==> src/rtl/cfgw_pkg.sv <==
package cfgw_pkg;

    localparam int unsigned NUM_BARS  = 6;
    localparam int unsigned CFG_BYTES = 256;
    localparam int unsigned BAR_BYTE0 = 16;

    localparam logic [7:0] HDR_SINGLE = 8'h00;
    localparam logic [7:0] HDR_MULTI  = 8'h80;

    localparam logic [7:0] OFF_CMD    = 8'h04;
    localparam logic [7:0] OFF_CMD_HI = 8'h05;
    localparam logic [7:0] OFF_CLS    = 8'h0C;
    localparam logic [7:0] OFF_LAT    = 8'h0D;
    localparam logic [7:0] OFF_BIST   = 8'h0F;
    localparam logic [7:0] OFF_BAR_LO = 8'h10;
    localparam logic [7:0] OFF_BAR_HI = 8'h27;
    localparam logic [7:0] OFF_ROM_LO = 8'h30;
    localparam logic [7:0] OFF_ROM_HI = 8'h33;
    localparam logic [7:0] OFF_ILINE  = 8'h3C;

    typedef enum logic [1:0] {
        BAR_UNUSED = 2'd0,
        BAR_IO     = 2'd1,
        BAR_MEM32  = 2'd2
    } bar_kind_e;

    typedef struct packed {
        logic [CFG_BYTES-1:0][7:0] cfg;
        logic [NUM_BARS-1:0]       bar_touch;
        logic                      rom_touch;
        logic [NUM_BARS-1:0]       bar_stb;
        logic                      rom_stb;
        logic                      cmd_stb;
        logic                      cmd_io;
        logic                      cmd_mem;
    } cfgw_state_t;

    function automatic logic in_bar_range(input logic [7:0] off);
        return (off >= OFF_BAR_LO) && (off <= OFF_BAR_HI);
    endfunction

    function automatic logic in_rom_range(input logic [7:0] off);
        return (off >= OFF_ROM_LO) && (off <= OFF_ROM_HI);
    endfunction

    function automatic logic is_writable(input logic [7:0] off);
        return (off == OFF_CMD) || (off == OFF_CMD_HI) || (off == OFF_CLS) ||
               (off == OFF_LAT) || (off == OFF_BIST) || (off == OFF_ILINE) ||
               in_bar_range(off) || in_rom_range(off);
    endfunction

endpackage

==> src/rtl/cfgw_wmap.sv <==
module cfgw_wmap
    import cfgw_pkg::*;
(
    input  logic [7:0] hdr_type_i,
    input  logic [7:0] off_i,
    output logic       wr_ok_o
);

    logic hdr_ok;

    always_comb begin
        case (hdr_type_i)
            HDR_SINGLE, HDR_MULTI: hdr_ok = 1'b1;
            default:               hdr_ok = 1'b0;
        endcase
        wr_ok_o = hdr_ok && is_writable(off_i);
    end

endmodule

==> src/rtl/cfgw_bar_mask.sv <==
module cfgw_bar_mask
    import cfgw_pkg::*;
#(
    parameter logic [1:0]  KIND = 2'd0,
    parameter logic [31:0] SIZE = 32'd0,
    parameter logic [31:0] BASE = 32'd0,
    parameter bit          PREF = 1'b0
) (
    output logic [31:0] mask_o,
    output logic [31:0] init_o
);

    localparam logic [31:0] IO_MASK  = ~(SIZE - 32'd1) | 32'h0000_0001;
    localparam logic [31:0] MEM_MASK = ~((SIZE << 12) - 32'd1) | 32'h0000_000F;

    generate
        if (KIND == BAR_IO) begin : g_io
            assign mask_o = IO_MASK;
            assign init_o = (BASE & IO_MASK) | 32'h0000_0001;
        end else if (KIND == BAR_MEM32) begin : g_mem
            assign mask_o = MEM_MASK;
            assign init_o = (BASE & MEM_MASK) | (PREF ? 32'h0000_0008 : 32'h0);
        end else begin : g_none
            assign mask_o = 32'h0;
            assign init_o = 32'h0;
        end
    endgenerate

endmodule

==> src/rtl/cfg_hdr_wfilter.sv <==
module cfg_hdr_wfilter
    import cfgw_pkg::*;
#(
    parameter logic [15:0]            VENDOR_CODE = 16'hABCD,
    parameter logic [15:0]            DEVICE_CODE = 16'h1234,
    parameter logic [NUM_BARS*2-1:0]  BAR_KINDS   = 12'h029,
    parameter logic [NUM_BARS*32-1:0] BAR_SIZES   = {32'd0, 32'd0, 32'd0,
                                                     32'd1, 32'd4, 32'd16},
    parameter logic [NUM_BARS*32-1:0] BAR_BASES   = {32'd0, 32'd0, 32'd0,
                                                     32'hE000_1000, 32'hF000_0000,
                                                     32'h0000_C000},
    parameter logic [NUM_BARS-1:0]    BAR_PREF    = 6'b000010
) (
    input  logic                clk,
    input  logic                rst_n,
    input  logic [7:0]          hdr_type_i,
    input  logic                wr_valid_i,
    input  logic [7:0]          wr_addr_i,
    input  logic [7:0]          wr_data_i,
    input  logic                wr_last_i,
    input  logic [5:0]          rd_word_i,
    output logic [31:0]         rd_data_o,
    output logic [NUM_BARS-1:0] bar_upd_o,
    output logic                rom_upd_o,
    output logic                cmd_stb_o,
    output logic                cmd_io_en_o,
    output logic                cmd_mem_en_o
);

    logic [NUM_BARS-1:0][31:0] bar_mask;
    logic [NUM_BARS-1:0][31:0] bar_init;
    logic                      wr_ok;
    cfgw_state_t               st_d, st_q, st_rst;

    // Per-register mask and reset image, fixed by parameters
    generate
        for (genvar b = 0; b < NUM_BARS; b++) begin : g_bar
            cfgw_bar_mask #(
                .KIND (BAR_KINDS[2*b +: 2]),
                .SIZE (BAR_SIZES[32*b +: 32]),
                .BASE (BAR_BASES[32*b +: 32]),
                .PREF (BAR_PREF[b])
            ) u_mask (
                .mask_o (bar_mask[b]),
                .init_o (bar_init[b])
            );
        end
    endgenerate

    cfgw_wmap u_wmap (
        .hdr_type_i (hdr_type_i),
        .off_i      (wr_addr_i),
        .wr_ok_o    (wr_ok)
    );

    always_comb begin
        st_rst        = '0;
        st_rst.cfg[0] = VENDOR_CODE[7:0];
        st_rst.cfg[1] = VENDOR_CODE[15:8];
        st_rst.cfg[2] = DEVICE_CODE[7:0];
        st_rst.cfg[3] = DEVICE_CODE[15:8];
        for (int b = 0; b < NUM_BARS; b++) begin
            for (int k = 0; k < 4; k++) begin
                st_rst.cfg[BAR_BYTE0 + 4*b + k] = bar_init[b][8*k +: 8];
            end
        end
    end

    always_comb begin
        logic [NUM_BARS-1:0] touch;
        logic                rom;
        logic [2:0]          bar_idx;
        logic [7:0]          wbyte;

        st_d         = st_q;
        st_d.bar_stb = '0;
        st_d.rom_stb = 1'b0;
        st_d.cmd_stb = 1'b0;
        touch        = st_q.bar_touch;
        rom          = st_q.rom_touch;
        bar_idx      = 3'((wr_addr_i - OFF_BAR_LO) >> 2);
        wbyte        = (wr_addr_i == OFF_BIST) ? 8'h00 : wr_data_i;

        if (wr_valid_i) begin
            if (wr_ok) begin
                st_d.cfg[wr_addr_i] = wbyte;
                for (int b = 0; b < NUM_BARS; b++) begin
                    if (in_bar_range(wr_addr_i) && (bar_idx == 3'(b))) begin
                        touch[b] = 1'b1;
                    end
                end
                if (in_rom_range(wr_addr_i)) begin
                    rom = 1'b1;
                end
                if (wr_addr_i == OFF_CMD) begin
                    st_d.cmd_stb = 1'b1;
                    st_d.cmd_io  = wr_data_i[0];
                    st_d.cmd_mem = wr_data_i[1];
                end
            end
            if (wr_last_i) begin
                // End of transaction: trim every touched register to its mask
                for (int b = 0; b < NUM_BARS; b++) begin
                    for (int k = 0; k < 4; k++) begin
                        if (touch[b]) begin
                            st_d.cfg[BAR_BYTE0 + 4*b + k] =
                                st_d.cfg[BAR_BYTE0 + 4*b + k] & bar_mask[b][8*k +: 8];
                        end
                    end
                end
                st_d.bar_stb = touch;
                st_d.rom_stb = rom;
                touch        = '0;
                rom          = 1'b0;
            end
        end

        st_d.bar_touch = touch;
        st_d.rom_touch = rom;
    end

    always_ff @(posedge clk) begin
        if (!rst_n) begin
            st_q <= st_rst;
        end else begin
            st_q <= st_d;
        end
    end

    assign rd_data_o    = {st_q.cfg[{rd_word_i, 2'd3}], st_q.cfg[{rd_word_i, 2'd2}],
                           st_q.cfg[{rd_word_i, 2'd1}], st_q.cfg[{rd_word_i, 2'd0}]};
    assign bar_upd_o    = st_q.bar_stb;
    assign rom_upd_o    = st_q.rom_stb;
    assign cmd_stb_o    = st_q.cmd_stb;
    assign cmd_io_en_o  = st_q.cmd_io;
    assign cmd_mem_en_o = st_q.cmd_mem;

endmodule

==> config.mk <==
export PLATFORM = sky130hd
export DESIGN_NAME = cfg_hdr_wfilter
export DESIGN_NICKNAME = d
export VERILOG_FILES = /design/src/rtl/cfgw_pkg.sv /design/src/rtl/cfgw_wmap.sv /design/src/rtl/cfgw_bar_mask.sv /design/src/rtl/cfg_hdr_wfilter.sv
export SDC_FILE = /design/constraint.sdc
export NUM_CORES = 2
export LEC_CHECK = 0
export BUFFER_PORTS_ARGS = -buffer_cell sky130_fd_sc_hd__buf_4
export CORE_ASPECT_RATIO = 1.25
export CORE_UTILIZATION = 50
export DETAILED_ROUTE_END_ITERATION = 7
export GPL_TIMING_DRIVEN = 0
export PLACE_DENSITY = 0.65
export SLEW_MARGIN = 20
export SYNTH_ARGS = -nofsm -noshare
export SYNTH_HDL_FRONTEND = slang
export SYNTH_SLANG_ARGS = --single-unit
==> constraint.sdc <==
create_clock -name clk -period 10.3 [get_ports clk]
set_input_delay 2.06 -clock clk [delete_from_list [all_inputs] [get_ports clk]]
set_output_delay 2.06 -clock clk [all_outputs]
set_load 0.01 [all_outputs]
### After elaboration in Yosys (flattened, before gate mapping)

Index checks and enable logic that the tools add are counted.

* $add $sub $neg: 1
* magnitude comparators: 10
* equal/unequal tests: 12
* muxes and demuxes: 45
* reduce and logical (&&, ||, !) cells: 24

Operator list (number)
* bitwise mux 2048 bit: 1
* 2-to-1 mux 320 bit: 1
* binary-select mux 8 bit (select 6 bit): 4
* 2-to-1 mux 192 bit: 1
* 2-to-1 mux 8 bit: 20
* demux 8 bit (select 8 bit): 1
* < comparator 8 x 9 -> 1 bit, second input constant: 5
* == test 8 x 4 -> 1 bit, second input constant: 3
* 2-to-1 mux 6 bit: 4
* == test 8 x 3 -> 1 bit, second input constant: 2
* <= comparator 8 x 6 -> 1 bit, second input constant: 2
* logical AND 1 bit: 10
* 2-to-1 mux 1 bit: 10
* AND reduction 3 bit: 3
* == test 8 x 6 -> 1 bit, second input constant: 1
* == test 8 bit, second input constant: 1
* >= comparator 8 x 1 -> 1 bit, second input constant: 1
* >= comparator 8 x 5 -> 1 bit, second input constant: 1
* >= comparator 8 x 6 -> 1 bit, second input constant: 1
* zero test 8 bit: 1
* 2-to-1 mux 4 bit: 2
* logical OR 1 bit: 7
* == test 3 x 2 -> 1 bit, second input constant: 2
* == test 3 bit, second input constant: 2
* other kinds (6): 6

* register bits: 2065
* word-level logic and storage cells: 355

### Logic depth before layout (Yosys ltp)

* depth after elaboration: 13
* depth in mapped cells: 10

### Cells and area by module

A second synthesis with hierarchy kept.

* cell total of the unflattened synthesis: 11024
* area, all modules: 97483.5 µm²

By module, submodules not included
* cfg_hdr_wfilter: times used 1, cells each 10619, area an instance 94484.4 µm²
* cfgw_bar_mask at g_bar[0].u_mask ...: times used 3, cells each 66, area an instance 488.0 µm²
* cfgw_bar_mask at g_bar[3].u_mask ...: times used 3, cells each 65, area an instance 484.2 µm²
* cfgw_wmap: times used 1, cells each 12, area an instance 82.6 µm²

### Least setup slack after synthesis

Ideal clock, no wire load.

* path type: input port to output port
* start point: input port rd_word_i[0]
* end point: output port rd_data_o[10]
* arrival: 4.196 ns
* data required time: 8.240 ns
* slack: 4.044 ns
* stages on the path: 7
* buffers on the path: 3
* cells stage by stage: buf_2 -> buf_2 -> buf_1 -> mux4_2 -> a22oi_1 -> a21oi_1 -> or4_1

* word-level cells in the longest chain between the ends: 2

RTL lines
* start: declaration: line cfg_hdr_wfilter.sv:21 `input logic [5:0] rd_word_i,`
* binary-select mux 8 bit (select 6 bit): line cfg_hdr_wfilter.sv:131 `st_q.cfg[{rd_word_i, 2'd1}], st_q.cfg[{rd_word_i, 2'd0}]};`
* 2-to-1 mux 8 bit (not written as such): line cfg_hdr_wfilter.sv:131
* end: declaration: line cfg_hdr_wfilter.sv:22 `output logic [31:0] rd_data_o,`

Every way passes these cells. The select of a mux whose other input is x is not followed.

### Worst setup path in the final report

* start point: input port rd_word_i[3]
* end point: output port rd_data_o[22]

* word-level cells in the longest chain between the ends: 2

RTL lines
* binary-select mux 8 bit (select 6 bit): line cfg_hdr_wfilter.sv:130 `assign rd_data_o = {st_q.cfg[{rd_word_i, 2'd3}], st_q.cfg[{rd_word_i, 2'd2}],`
* 2-to-1 mux 8 bit (not written as such): line cfg_hdr_wfilter.sv:130

Every way passes these cells. The select of a mux whose other input is x is not followed.

==> flow_summary.yaml <==
yosys:
  syn_nets: 6089
  ys_seq_area_share_pct: 56.2
  synth_xor_area_share_pct: 0
  netlist_area_sq_um: 73600
  synth_top_area_share_pct: 56.2
  synthAdderAreaFrac_pct: 0
  yosysWarnings: 0
  yosys-top-cells-area: "dfxtp_1 56%, mux4_2 15%, and2_1 15%"
  ys.flop_type: "dfxtp_1"
  avgSynthCellArea_sq_um: 12.1
  synth-compound-area-share_pct: 5.63
  ys_async_sr_fraction_pct: 0
  synth_edf_count: 0
  ys_types: 63
  synth_top_family_by_area: "simple AND/OR/NAND/NOR gates"
  netlist_instances: 6055
  synth-simple-area-share_pct: 18.4
  synth_top_area_cell: "dfxtp_1"
  ys_ff_latch: 2065
  synthMuxAreaShare_pct: 17.1
clock_tree:
  cts_sinks: 2065
  clock_latency_ps: 860
  clock-root-buffer: "clkbuf_16"
  clock_path_buffers: 3
  cts_tree: "yes"
  post_cts_buffers: 0
  ctsHoldBuffers: 0
  clkTransAtPathRegs_ps: 70
  cts_resized: 0
  htree_levels: 4
  cts_buffers: 192
timing:
  finalClockSkew_ps: 37.9
  drv_slew: 0
  setup_violations: 0
  finalHoldViolCount: 0
  fmax_mhz: 115
  period_share_pct: 84.1
  max-slew-margin-rel_pct: 14.1
  rsz0062_at_grt: "no"
  fin_hold_ws_ps: 432
  tns_ps: 0
  fin_crit_ps: 8670
  worstMarginPinSlew_ps: 1290
setup_path:
  required_ps: 8240
  crit_type: "in2out"
  arrival_ps: 6610
  critPathLaunch: "rd_word_i[3]"
  startpoint_type: "primary input"
  slowest_stage: "clkbuf_1"
  critPathCaptureType: "output pin"
  crit_path_cell_trace: "buf_2 > clkinv_1 > nor2_4 > clkbuf_1 > buf_1 > a22oi_1 > a21oi_1 > or4_1 > buf_4"
  worstPathMaxFanout: 10
  reg2reg_slack_ps: 8480
  reg2reg_depth: 4
  slowest_delay_ps: 980
  rr_startpoint: "st_q[16]"
  r2r-end: "st_q[310]"
global_routing:
  grt_use_met1_pct: 37.8
  grt_overflow_total: 0
  grtUsageMet3_pct: 4.66
  met2_usage_pct: 48.1
  busiest_layer: "met2"
  grt_max_degree: 17
  grt_use_total_pct: 29.5
  antenna_found_initial: 21
  grt_pass1_vias: 47900
  grt_pass1_wl_um: 323000
hold_path:
  min_path_cells: 2
  min_to: "st_q[141]"
  hp-class: "reg2reg"
  hp-start: "st_q[141]"
floorplanning:
  dieWidth_um: 345
  core_region_area_sq_um: 146000
  die_area_sq_um: 149000
  start_util_pct: 50.3
  core.rowCount: 157
  die_h_um: 431
  io_pins: 76
detailed_routing:
  vias: 47300
  vias_per_cell: 5.64
  drt-wirelength-per-cell_um: 26.2
  drcViolationCount: 0
  dr.pass1.iters: 5
  drtIter0Drc: 4027
  finalWirelength_um: 219000
  antenna_left: 0
placed_design:
  io_buffers: 68
  gp_congestion: 0.979
  hpwlAfterDp_um: 159000
pwr:
  p_leak_nw: 31.5
  peakVddDrop_mv: 0.199
  power.density_nw_per_um2: 190
finish:
  num-fill-cells: 12100
  fin_nets: 6359
  fin_util_pct: 56.7
  drive_gt1_share_pct: 15.6
  area_growth_pct: 12.7
run_status:
  status: "completed"
run:
  maxCapViolCount: 0
through the flow:
step / std cells / instance area [sq um] / setup slack, ps / power, mW
6_report: 8386 / 82900 / 1630 / 15.7
5_1_grt: 8381 / 82900 / 1730 / 16.1
4_1_cts: 8377 / 82800 / 1850 / 15.8
3_5_place_dp: 8037 / 76600 / 1840 / 8.80
3_3_place_gp: 8031 / 76500 / 927 / 8.79
2_1_floorplan: 6055 / 73600 / 4040 / 8.50
area by class of cell:
class                           instances  area [sq um]  share of cell area (%)
Inverter                                5          18.8                  0.0226
Antenna cell                            7          17.5                  0.0211
Multi-Input combinational cell       3513         30300                    36.6
Buffer                                472          1930                    2.32
Clock inverter                         58           671                   0.809
Timing Repair Buffer                   76           609                   0.735
Sequential cell                      2065         41300                    49.9
Tap cell                             1908          2390                    2.88
Clock buffer                          282          5590                    6.74
worst max-delay path, delay by kind of cell:
kind	cells	cell delay, ps
AO/OA/AOI/OAI	2	710
buffers and inverters	5	2710
AND/OR/NAND/NOR	2	1070
synth_stat cells (27+ instances only):
cell       number
nor2_1        134
mux2i_1       116
a22o_1         31
buf_2          74
nand3_1        47
o21ai_0        28
mux4_2        504
buf_1          30
clkbuf_1      358
a21oi_1       209
a22oi_1       234
dfxtp_1      2065
o2bb2ai_1      27
nand2_1       218
or4_1          32
and2_1       1778
power breakdown:
part	internal (mW)	total [mW]	switching, mW
clock network	3.95	7.09	3.14
logic	0.149	0.635	0.486
registers	7.98	7.98	0.00000946
total	12.1	15.7	3.63
sequential cells by signal (all words and copies together), names as in the netlist:
signal and flops:
bar_upd_o 6, cmd_io_en_o 1, cmd_mem_en_o 1, cmd_stb_o 1, rom_upd_o 1, st_q 2055
placed cells by master (no fill, tap or decap), types with 4 or more instances in the layout:
cell / instances
a31oi_1: 4
dfxtp_1: 2065
clkinv_2: 30
inv_1: 4
mux2i_1: 116
clkinv_8: 5
nand4_1: 13
a22o_1: 31
buf_1: 28
nand2_1: 218
o21ai_0: 28
bufinv_16: 7
and3_1: 8
o211ai_1: 14
buf_4: 80
clkbuf_2: 15
a41oi_1: 6
clkinvlp_4: 7
a2111oi_4: 9
a22oi_1: 234
nor2_1: 132
nand2b_1: 21
or4_1: 32
clkbuf_1: 393
diode_2: 7
nor3_1: 7
clkbuf_8: 38
nand3_1: 47
clkbuf_16: 195
and2_1: 1778
buf_2: 77
o2bb2ai_1: 27
a21oi_1: 209
nor2b_1: 10
mux2_2: 9
mux4_2: 504
o22ai_1: 4
metal layers:
layer	vias up	routed length, um
li1	21400	-
met1	23800	89900
met2	1660	103000
met3	469	13700
met4	6	12700
met5	-	37
worst max-delay path by stage:
| stage | endpoint | slack [ps] | depth (start not counted) |
|---|---|---|---|
| after floorplan | rd_data_o[10] | 4040 | 7 |
| after CTS | rd_data_o[26] | 1850 | 9 |
| after detailed placement | rd_data_o[26] | 1840 | 9 |
| after global routing | rd_data_o[22] | 1730 | 9 |
| final | rd_data_o[22] | 1630 | 9 |
| after global placement | rd_data_o[26] | 930 | 9 |
cell families (layout without fill, tap and decap cells):
| logic type | count (synthesis) | in the layout |
|---|---|---|
| AO/OA/AOI/OAI | 591 | 591 |
| buffers and inverters | 477 | 893 |
| flip-flops | 2065 | 2065 |
| multiplexers | 629 | 629 |
| other | 0 | 7 |
| AND/OR/NAND/NOR | 2293 | 2293 |
Power figures use the tool's default switching activity.
